### src/rtl/sdr_colgen_pkg.sv
package sdr_colgen_pkg;
  typedef enum logic [2:0] {
    LEN_ONE  = 3'd0,
    LEN_TWO  = 3'd1,
    LEN_FOUR = 3'd2,
    LEN_EIGHT= 3'd3,
    LEN_PAGE = 3'd7
  } len_code_e;

  typedef enum logic {
    ORD_SEQ = 1'b0,
    ORD_XOR = 1'b1
  } order_e;
endpackage

### src/rtl/sdr_colgen_mode.sv
module sdr_colgen_mode
  import sdr_colgen_pkg::*;
#(
  parameter int COL_W  = 9,
  parameter int CODE_W = 3
) (
  input  logic [CODE_W-1:0] code,
  input  logic              order,
  input  logic              is_write,
  input  logic              wr_single,
  output logic [COL_W-1:0]  win_mask,
  output logic              bad_mode
);
  logic [COL_W-1:0] mask_raw;

  always_comb begin
    mask_raw = '0;
    bad_mode = 1'b0;
    case (code)
      LEN_ONE, LEN_TWO, LEN_FOUR, LEN_EIGHT:
        mask_raw = (COL_W'(1) << code) - COL_W'(1);
      LEN_PAGE: begin
        if (order == ORD_SEQ) mask_raw = '1;
        else                  bad_mode = 1'b1;
      end
      default: bad_mode = 1'b1;
    endcase
    win_mask = (is_write && wr_single) ? '0 : mask_raw;
  end
endmodule

### src/rtl/sdr_colgen_addr.sv
module sdr_colgen_addr #(
  parameter int COL_W = 9
) (
  input  logic [COL_W-1:0] base,
  input  logic [COL_W-1:0] beat,
  input  logic [COL_W-1:0] win_mask,
  input  logic             xor_order,
  output logic [COL_W-1:0] col
);
  logic [COL_W-1:0] sum;
  assign sum = base + beat;

  for (genvar b = 0; b < COL_W; b++) begin : g_bit
    assign col[b] = win_mask[b] ? (xor_order ? (base[b] ^ beat[b]) : sum[b])
                                : base[b];
  end
endmodule

### src/rtl/sdr_burst_colgen.sv
module sdr_burst_colgen
  import sdr_colgen_pkg::*;
#(
  parameter int COL_W  = 9,
  parameter int CODE_W = 3
) (
  input  logic              clk,
  input  logic              rst,
  input  logic              clk_en,
  input  logic              start,
  input  logic              stop,
  input  logic              is_write,
  input  logic [CODE_W-1:0] len_code,
  input  logic              burst_type,
  input  logic              wr_single,
  input  logic [COL_W-1:0]  start_col,
  output logic [COL_W-1:0]  col_out,
  output logic              beat_valid,
  output logic              burst_done,
  output logic              mode_err
);
  localparam logic [COL_W-1:0] ONE = COL_W'(1);

  logic [COL_W-1:0] mask_d, mask_q, base_q, beat_q, beat_nx, col_nx;
  logic             err_d, err_q, xor_q, act_q, done_q;
  logic [COL_W-1:0] col_q;

  sdr_colgen_mode #(.COL_W(COL_W), .CODE_W(CODE_W)) u_mode (
    .code     (len_code),
    .order    (burst_type),
    .is_write (is_write),
    .wr_single(wr_single),
    .win_mask (mask_d),
    .bad_mode (err_d)
  );

  assign beat_nx = beat_q + ONE;

  sdr_colgen_addr #(.COL_W(COL_W)) u_addr (
    .base     (base_q),
    .beat     (beat_nx),
    .win_mask (mask_q),
    .xor_order(xor_q),
    .col      (col_nx)
  );

  always_ff @(posedge clk) begin
    if (rst) begin
      act_q  <= 1'b0;
      done_q <= 1'b0;
      err_q  <= 1'b0;
      xor_q  <= 1'b0;
      base_q <= '0;
      mask_q <= '0;
      beat_q <= '0;
      col_q  <= '0;
    end else if (clk_en) begin
      if (start) begin
        act_q  <= 1'b1;
        base_q <= start_col;
        mask_q <= mask_d;
        xor_q  <= burst_type;
        err_q  <= err_d;
        beat_q <= '0;
        col_q  <= start_col;
        done_q <= (mask_d == '0);
      end else if (act_q && (stop || done_q)) begin
        act_q  <= 1'b0;
        done_q <= 1'b0;
      end else if (act_q) begin
        beat_q <= beat_nx;
        col_q  <= col_nx;
        done_q <= (beat_nx == mask_q);
      end
    end
  end

  assign col_out    = col_q;
  assign beat_valid = act_q;
  assign burst_done = done_q;
  assign mode_err   = err_q;
endmodule

### config.mk
export PLATFORM = sky130hd
export DESIGN_NAME = sdr_burst_colgen
export DESIGN_NICKNAME = d
export VERILOG_FILES = /design/src/rtl/sdr_colgen_pkg.sv /design/src/rtl/sdr_colgen_mode.sv /design/src/rtl/sdr_colgen_addr.sv /design/src/rtl/sdr_burst_colgen.sv
export SDC_FILE = /design/constraint.sdc
export NUM_CORES = 1
export LEC_CHECK = 0
export BUFFER_PORTS_ARGS = -buffer_cell sky130_fd_sc_hd__buf_2
export CAP_MARGIN = 20
export CORE_UTILIZATION = 58
export DETAILED_ROUTE_END_ITERATION = 7
export GPL_TIMING_DRIVEN = 0
export PLACE_DENSITY_LB_ADDON = 0.1
export SLEW_MARGIN = 10
export SYNTH_ARGS = -nofsm -noshare
export SYNTH_HDL_FRONTEND = slang
export SYNTH_SLANG_ARGS = --single-unit
### constraint.sdc
create_clock -name clk -period 3 [get_ports clk]
set_clock_uncertainty 0.15 [all_clocks]
set_input_delay 0.6 -clock clk [delete_from_list [all_inputs] [get_ports clk]]
set_output_delay 0.6 -clock clk [all_outputs]
set_load 0.1 [all_outputs]
==> results.py <==
metrics = {
    "outcome": {
        "status": "finished, final reports clean",
    },
    "cells_and_area": {
        "design_area_mm2": 0.002924,
        "areaGrowthSynthToFinish_pct": 14.06,
        "layout.nets": 393,
        "final_cell_mix": "42 x nand2_1, 38 x dfxtp_1, 34 x buf_2, 34 x a21oi_1, 27 x nor2_1",
        "final_common_cell": "nand2_1",
        "antenna_cells": 0,
        "drive_gt1_frac": 0.2005,
        "fill_cells": 344,
    },
    "die": {
        "io_pins": 32,
        "fp.dieW_um": 68.49,
        "core_area_mm2": 0.004115,
        "dieArea_mm2": 0.004690,
        "rows": 23,
        "die_h_um": 68.49,
        "initial_core_util": 0.6230,
    },
    "place": {
        "gp_congestion": 0.9057,
        "postPlaceCellArea_mm2": 0.002776,
        "portBuffers": 30,
        "dp_hpwl_um": 4640,
    },
    "detailed_routing": {
        "ant_nets": 0,
        "wire_per_inst_um": 15.39,
        "viasPerCell": 6.007,
        "drtIter0Drc": 134,
        "finalWirelength_um": 6372,
        "route.vias.total": 2487,
        "first_pass_iters": 4,
        "drc_errors": 0,
    },
    "sta": {
        "setup_tns_ns": 0,
        "fmax_mhz": 347.7,
        "post-route-period-util": 0.9587,
        "slew_violations": 0,
        "rsz0062_at_grt": "false",
        "finalCriticalPeriod_ns": 2.876,
        "hold_violations": 0,
        "setup_viol": 0,
        "relSlewSlack": 0.6291,
        "worst_pin_slew_ns": 0.5563,
    },
    "worst_setup_path": {
        "start_kind": "register",
        "crit_buf_inv": 1,
        "worstPathCellList": "ha_1, clkbuf_4, nand2_1, nor2_2, xor2_1, ha_1, and3b_1, a221o_1, or3_1, nand3_1, a311oi_1",
        "critPathMaxStageDelay_ns": 0.39,
        "crit_arrival_ns": 2.90,
        "cp_max_fo": 8,
        "r2r_slack_ns": 0.12,
        "worst-setup-path-type": "register to register",
        "timing.critical_path.mode_cell": "ha_1",
        "end_kind": "register",
        "crit_slowest_cell": "dfxtp_4",
        "critPathTopFamily": "simple AND/OR/NAND/NOR gates",
        "critPathRequiredTime_ns": 3.03,
        "path_depth": 11,
        "ff2ff_path_depth": 11,
    },
    "flow_run": {
        "drv_cap": 0,
    },
    "synth": {
        "syn-mean-instance-area_um2": 7.987,
        "ys_seq_area_frac": 0.3123,
        "synthArstFlopShare": 0,
        "syn_area_mm2": 0.002564,
        "synthTopCellsByArea": "dfxtp_1 31%, a21oi_1 6.6%, nand2_1 6.1%",
        "syn_nets": 351,
        "synth.distinct_cells": 58,
        "ys_ff_latch": 40,
        "postSynthCellCount": 321,
        "synth-edff-count": 0,
        "synth_top_cell_area_share": 0.3123,
        "yosysWarnings": 0,
        "yosysTopAreaCell": "dfxtp_1",
        "ys.flop_type": "dfxtp_1",
    },
    "clock_network": {
        "hold_buffers": 0,
        "max-clock-path-buffers": 2,
        "cts_root_buffer": "clkbuf_8",
        "tritoncts": "done",
        "clk_pin_slew_worst_paths_ns": 0.08,
        "cts_buffers": 5,
        "h-tree-depth": 2,
        "insertion_delay_ns": 0.29,
        "cts_sinks": 40,
    },
    "global_routing": {
        "grt-ovfl-total": 0,
        "globalRouteTotalUtil": 0.3002,
        "grt_max_degree": 12,
        "grt_pass1_vias": 2167,
        "grt_pass1_wl_um": 10180,
        "antenna_found_initial": 0,
    },
    "hold_path": {
        "hold_class": "register to register",
        "hold_depth": 2,
    },
    "power_and_ir_drop": {
        "peakVddDrop_uv": 257.6,
        "power.leakage_nw": 1.200,
        "power.density_mw_per_mm2": 399.0,
    },
}
## metrics by stage
step / worst slack, ns / hold slack, ns / instances / total power [mW] / util
finish: 0.1239 / 0.3081 / 414 / 1.167 / 0.7106
global route: 0.01508 / 0.3219 / 414 / 1.211 / 0.7106
CTS: 0.05890 / 0.3057 / 409 / 1.169 / 0.6969
detailed placement: -0.01930 / 0.2952 / 401 / 0.7968 / 0.6747
global placement: 0.01059 / 0.2949 / 401 / 0.7941 / 0.6747
floorplan: 0.3164 / 0.2988 / 321 / 0.7412 / -
## layer usage
layer / track usage / routed length (um)
met3: 0.05000 / 385
met2: 0.4743 / 2890
met5: 0 / 0
met1: 0.4050 / 2995
met4: 0.1120 / 101
## worst paths after layout
| check | from | end |
|---|---|---|
| worst max-delay path | beat_q[0] | col_out[7] |
| worst min-delay path | mode_err | mode_err |
| worst max register to register | beat_q[0] | col_out[7] |
| worst min register to register | mode_err | mode_err |
## Yosys cell counts (all sizes together) (2+ instances only)
cell / number
nor3b: 4
nor3: 11
o21ai: 20
a311oi: 2
nor2: 29
o2111ai: 2
a21boi: 3
dfxtp: 40
o21a: 5
nand4: 6
mux2i: 4
nand2: 42
a211oi: 9
nand3: 8
a22oi: 3
xnor2: 6
nor4: 6
a21o: 3
a311o: 2
inv: 6
and2b: 3
buf: 16
o211ai: 3
and2: 2
a221oi: 2
clkbuf: 6
nor2b: 4
ha: 9
xor2: 9
or3: 5
a21oi: 34
and3: 3
## area by class of cell
cell class	count	area, um^2	share of cell area
buffer	22	143.9	0.04921
clock buffer	8	90.09	0.03081
inverter	6	22.52	0.007702
multi-input combinational	253	1612	0.5511
sequential	40	805.8	0.2756
tap	50	62.56	0.02139
timing repair buffer	35	187.7	0.06418
## worst reg2reg max path, cell delays in order, from the launching register on
cell	delay (ns)
dfxtp_4	0.39
ha_1	0.15
clkbuf_4	0.18
nand2_1	0.12
nor2_2	0.16
xor2_1	0.23
ha_1	0.31
and3b_1	0.20
a221o_1	0.36
or3_1	0.35
nand3_1	0.10
a311oi_1	0.09
## power by group
part | leakage (nW) | switching, mW | internal, mW
Clock | 0.0455 | 0.189 | 0.188
Combinational | 0.827 | 0.162 | 0.0653
Sequential | 0.327 | 0.0143 | 0.548
Total | 1.20 | 0.365 | 0.802
## state kept, by name (all words and copies together) (netlist names)
register and count:
xor_q 1, burst_done 1, base_q 9, col_out 9, beat_valid 1, mask_q 9
beat_q 9, mode_err 1
## cells by family after synthesis
logic type,share of synthesized area
XOR/XNOR,0.06003
multiplexers,0.02001
AND/OR/NAND/NOR,0.2484
buffers and inverters,0.06296
flip-flops,0.3123
AO/OA/AOI/OAI,0.2445
adder cells (fa/ha/maj),0.05173
## repair_timing
action | in CTS | in global routing
buffers inserted | 0 | 5
gates resized for setup | 1 | 8
gates cloned | 0 | 0
endpoints found under the hold margin | 0 | 0
setup endpoints to repair | 1 | 2
pin swaps | 0 | 4
Power figures use the tool's default switching activity.
